### src/rtl/pci_parity_unit.sv
module pci_parity_unit #(
  parameter int AD_W  = 32,
  parameter int CBE_W = 4
) (
  input  logic             clk,
  input  logic             rst_n,
  input  logic [AD_W-1:0]  ad_i,
  input  logic [CBE_W-1:0] cbe_i,
  input  logic             phase_vld,
  input  logic             drive_sel,
  input  logic             par_in,
  input  logic             perr_resp_en,
  input  logic             sts_clr,
  output logic             par_out,
  output logic             par_oe,
  output logic             det_err,
  output logic             resp_pulse
);
  localparam int COVER_W = AD_W + CBE_W;

  logic [COVER_W-1:0] covered;
  logic phase_par, tx_phase, rx_phase;
  logic exp_par, chk_pend, par_bad;

  assign covered   = {cbe_i, ad_i};
  assign phase_par = ^covered;
  assign tx_phase  = phase_vld & drive_sel;
  assign rx_phase  = phase_vld & ~drive_sel;
  assign par_bad   = chk_pend & (par_in != exp_par);

  always_ff @(posedge clk) begin
    if (!rst_n) begin
      par_out    <= 1'b0;
      par_oe     <= 1'b0;
      exp_par    <= 1'b0;
      chk_pend   <= 1'b0;
      det_err    <= 1'b0;
      resp_pulse <= 1'b0;
    end else begin
      par_oe   <= tx_phase;
      chk_pend <= rx_phase;
      if (tx_phase) par_out <= phase_par;
      if (rx_phase) exp_par <= phase_par;
      resp_pulse <= par_bad & perr_resp_en;
      if (par_bad)      det_err <= 1'b1;
      else if (sts_clr) det_err <= 1'b0;
    end
  end

  assert_oe_follows_R2: assert property (@(posedge clk) disable iff (!rst_n)
    (phase_vld && drive_sel) |=> par_oe);

  assert_even_count_R2: assert property (@(posedge clk) disable iff (!rst_n)
    (phase_vld && drive_sel) |=> (($countones({$past(cbe_i), $past(ad_i), par_out}) % 2) == 0));

  assert_oe_quiet_R3: assert property (@(posedge clk) disable iff (!rst_n)
    !(phase_vld && drive_sel) |=> !par_oe);

  assert_sticky_R6: assert property (@(posedge clk) disable iff (!rst_n)
    (det_err && !sts_clr) |=> det_err);

  assert_set_wins_R7: assert property (@(posedge clk) disable iff (!rst_n)
    (chk_pend && (par_in != exp_par) && sts_clr) |=> det_err);

  assert_resp_gated_R8: assert property (@(posedge clk) disable iff (!rst_n)
    resp_pulse |-> (det_err && $past(perr_resp_en)));

  assert_no_resp_when_off_R8: assert property (@(posedge clk) disable iff (!rst_n)
    !perr_resp_en |=> !resp_pulse);
endmodule

### config.mk
export PLATFORM = sky130hd
export DESIGN_NAME = pci_parity_unit
export DESIGN_NICKNAME = d
export VERILOG_FILES = /design/src/rtl/pci_parity_unit.sv
export SDC_FILE = /design/constraint.sdc
export NUM_CORES = 1
export LEC_CHECK = 0
export ABC_AREA = 1
export BUFFER_PORTS_ARGS = -buffer_cell sky130_fd_sc_hd__buf_2
export CORE_MARGIN = 2
export CORE_UTILIZATION = 43
export DETAILED_ROUTE_END_ITERATION = 8
export PLACE_DENSITY_LB_ADDON = 0.15
export SLEW_MARGIN = 25
export SYNTH_ARGS = -nofsm -noshare
export SYNTH_HDL_FRONTEND = slang
export SYNTH_SLANG_ARGS = --single-unit
### constraint.sdc
create_clock -name clk -period 1.1 [get_ports clk]
set_clock_uncertainty 0.2 [all_clocks]
set_input_delay 0.055 -clock clk [delete_from_list [all_inputs] [get_ports clk]]
set_output_delay 0.055 -clock clk [all_outputs]
set_load 0.005 [all_outputs]
-- Yosys cells after proc, flatten, opt, wreduce, memory -nomap -nowiden
Cells that the tools add are included.
- flip-flop bits (word level): 6
- input port bits: 43
- word-level logic and storage cells: 16
- equality and inequality tests: 1
- multiplexer cells: 2
- bitwise gates (word level): 5
- reductions and logical operators: 2
- operator list (cell ; count):
    parity 36 bit ; 1
    AND 1 bit ; 4
    2-to-1 mux 1 bit ; 2
    nonzero test 2 bit ; 1
    inequality test 1 bit ; 1
    NOT 1 bit ; 1

-- Depth between registers and ports, before layout
- depth in word-level cells: 3
- mapped depth: 16

-- Worst setup path after synthesis
OpenSTA, ideal clock, no wires.
- kind: input to register
- start: input ad_i[8]
- end: register exp_par
- arrival: 892 ps
- data required time: 791 ps
- path slack: -101 ps
- stages on the path: 16
- path buffers: 0
- cell sequence: nand2_1 inv_1 nor2_2 nand2_1 nand2_1 nand2_1 nand2_2 inv_1 nand2_1 nand2_1 nand2_1 nand2_1 nand2_1 nand3_1 nand2_1 inv_1
- cells in the longest elaborated chain, start to end: 1
- ends and longest elaborated chain (element ; RTL line ; text):
    start, declared ; 7 ; input logic [AD_W-1:0] ad_i,
    parity 36 bit ; 26 ; assign phase_par = ^covered;
    end signal, assigned ; 43 ; if (rx_phase) exp_par <= phase_par;
    end, declared ; 23 ; logic exp_par, chk_pend, par_bad;
No other way between the ends.
A chain may end at the register's enable or synchronous reset.

-- Final worst setup path
- start: input ad_i[11]
- end: register par_out
- cells in the longest elaborated chain, start to end: 1
- ends and longest elaborated chain (element ; RTL line ; text):
    parity 36 bit ; 26 ;
    end signal, assigned ; 42 ; if (tx_phase) par_out <= phase_par;
    end, declared ; 14 ; output logic par_out,
No other way between the ends.

==> results.cfg <==
[floorplanning]
die_h_um = 55.0
io_pins = 47
dieArea_sq_um = 3030
core_sq_um = 2480
fp.dieW_um = 55.0
std_cell_rows = 18
initial_core_util_pct = 45.2

[power_and_ir_drop]
power_density_nw_per_um2 = 638
total_leakage_power_uw = 0.00113
total_power_uw = 1120
irDropWorstVdd_mv = 0.584

[outcome]
failed_checks = negative hold slack, negative setup slack
status = finished, violations left

[worst_hold_path]
min_path_cells = 5
min_from = drive_sel
hp-class = in -> reg
min_to = exp_par

[routing]
drc = 0
routedWlPerCell_um = 7.60
drtAntennaViolNets = 0
wl_um = 2610
drtIter0Drc = 14
first_pass_iters = 4
viasPerCell = 4.41
vias = 1511

[global_routing]
grt_pass1_vias = 1145
antenna_found_initial = 0
grt_max_degree = 5
grt_pass1_wl_um = 4040
track_usage_pct = 17.7
grt_overflow = 0

[cts]
path_clk_slew_ns = 0.04
worstSkewPairLatency_ns = 0.24
ctsRootBufferMaster = clkbuf_4
tritoncts = yes
clk_path_buf_depth = 2
cts_num_sinks = 6
htreeDepth = 1
cts_made_buffers = 3

[setup_path]
r2r.worst_path.cells = 3
crit_path_frequent_cell = nand2_2
cp-end-kind = flop
setup.worst_path.class = in -> reg
cp_data_required_time_ns = 1.04
cp.buffers_inverters = 4
reg2reg_to = det_err
cp_slowest_cell = buf_4
critPathTopFamily = simple AND/OR/NAND/NOR gates
critPathLaunchType = input port
slowest_delay_ns = 0.13
crit_chain = buf_4 -> inv_4 -> nand2_2 -> nand2_2 -> nand2_1 -> nand2_1 -> nand2_2 -> nand2_2 -> inv_2 -> nand2_2 -> nand2_2 -> nand2_2 -> nand2_1 -> nand2_1 -> nand3_1 -> nand2_1 -> inv_1
reg2reg_from = exp_par
cp.arrival_ns = 1.12
regToRegSetupSlack_ns = 0.14
cp_max_fo = 3

[synth]
yosysWarnings = 0
synth-seq-cells = 6
synth_nets = 299
synthFlopType = dfxtp_1
synth_area_leaders = nand2_1 (58%), inv_1 (12%), dfxtp_1 (11%)
yosysTopAreaCell = nand2_1
yosysTopAreaCellShare_pct = 58.1
syn-mean-instance-area_sq_um = 4.37
synthMostInstantiatedCell = nand2_1
synth_cell_types = 12
async_reset_ff_share_pct = 0
synth_area_sq_um = 1120
synthTopCellsByCount = nand2_1 (173), inv_1 (37), nand2_2 (11)
syn_inst = 256
synth_edf_count = 0
seq_area_frac_synth_pct = 10.7

[placed_design]
dp.final_hpwl_um = 1880
dp_cells = 333
finalWeightedCongestion = 0.789
io_buffers = 46
pre_cts_slack_ns = -0.340
dpl-instance-area_sq_um = 1420

[layout]
diodes = 0
final_cell_area_sq_um = 1760
nNetsFinal = 358
stdcell_count = 343
area_growth_pct = 56.9
nFillCells = 242
drive_gt1_share_pct = 41.2

[timing]
hold_viol = 1
finalSetupViolations = 2
fin_crit_ns = 1.17
drv_slew = 0
fin_ws_ns = -0.0735
max_slew.worst_pin.slew_ns = 0.192
timing.final.crit_share_pct = 107
tns_ns = -0.146
slew_headroom_pct = 87.2
worst_hold_slack_ns = -0.0359
rsz0062_at_grt = true
clock.fmax_mhz = 852

[job]
maxCapViolations = 0
-- worst max-delay path by stage --
stage                        start       to  slack (ns)  cells after the start
after floorplan            ad_i[8]  par_out       -0.08                     16
after global placement     ad_i[9]  par_out       -0.30                     16
after detailed placement   ad_i[9]  exp_par       -0.34                     16
after CTS                  ad_i[8]  exp_par       -0.02                     17
after global routing      ad_i[24]  exp_par       -0.19                     17
final                     ad_i[11]  par_out       -0.07                     17
-- where the power goes --
group,switching [uW],internal (uW)
Combinational,374,310
Sequential,4.35,229
Clock,79.4,123
-- flip-flops by register name, summed over array words and instances (netlist names) --
signal / count
det_err: 1
par_out: 1
resp_pulse: 1
exp_par: 1
par_oe: 1
chk_pend: 1
-- tightest hold or removal path: cells and delay by family --
kind / cells / cell delay, ns
and+or+nand+nor: 3 / 0.17
buffers and inverters: 2 / 0.15
-- final cells by class --
cell class | count | area, sq um | area share [%]
well taps | 30 | 37.5 | 2.14
flip-flops and latches | 6 | 120 | 6.84
multi-input cells | 205 | 963 | 54.9
inverters | 45 | 181 | 10.3
repair buffers | 54 | 430 | 24.5
clock buffers | 3 | 22.5 | 1.28
-- stage by stage --
step	utilization, %	hold WS (ns)
after floorplan	-	-0.0665
after global placement	57.2	0.0628
after detailed placement	57.2	0.0604
after CTS	65.7	-0.0514
after global routing	70.9	0.0137
final	70.9	-0.0359
-- timing repair --
action	CTS	global route
pin swaps	25	30
gates cloned	0	0
resized for setup	33	49
setup buffers	0	0
setup endpoints to repair	2	3
hold buffers	8	0
endpoints found under the hold margin	5	0
-- placed cells by master, fill, tap and decap left out --
cell type / netlist / layout
nand2_1: 173 / 132
buf_12: 0 / 1
inv_2: 8 / 20
a21oi_1: 1 / 1
xor2_1: 3 / 3
nor3_1: 1 / 1
clkbuf_4: 0 / 3
buf_2: 0 / 27
inv_1: 37 / 20
nor2_4: 0 / 1
nor2_2: 1 / 1
nand3_1: 6 / 5
dfxtp_1: 6 / 6
nand2_8: 0 / 1
nand2_4: 0 / 1
buf_6: 0 / 16
inv_4: 0 / 5
nand3_2: 0 / 1
nor2_1: 8 / 7
dlygate4sd3_1: 0 / 8
xnor2_1: 1 / 1
buf_4: 0 / 2
nand2_2: 11 / 50
-- layer usage --
metal,vias to the layer above,global-route usage (%),share of wire [%]
li1,849,-,-
met1,625,19.8,43
met2,33,34.3,52
met3,4,1.61,3.8
met4,0,6.10,1.2
met5,-,0,0
-- cells by family after synthesis --
logic type,after synthesis,share of synthesized area [%]
xor gates and xnor gates,4,3.13
buffers and inverters,45,15.1
and+or+nand+nor,200,70.6
DFF,6,10.7
AOI/OAI and AO/OA,1,0.447
Note: power is estimated with default switching activity, not from simulation.
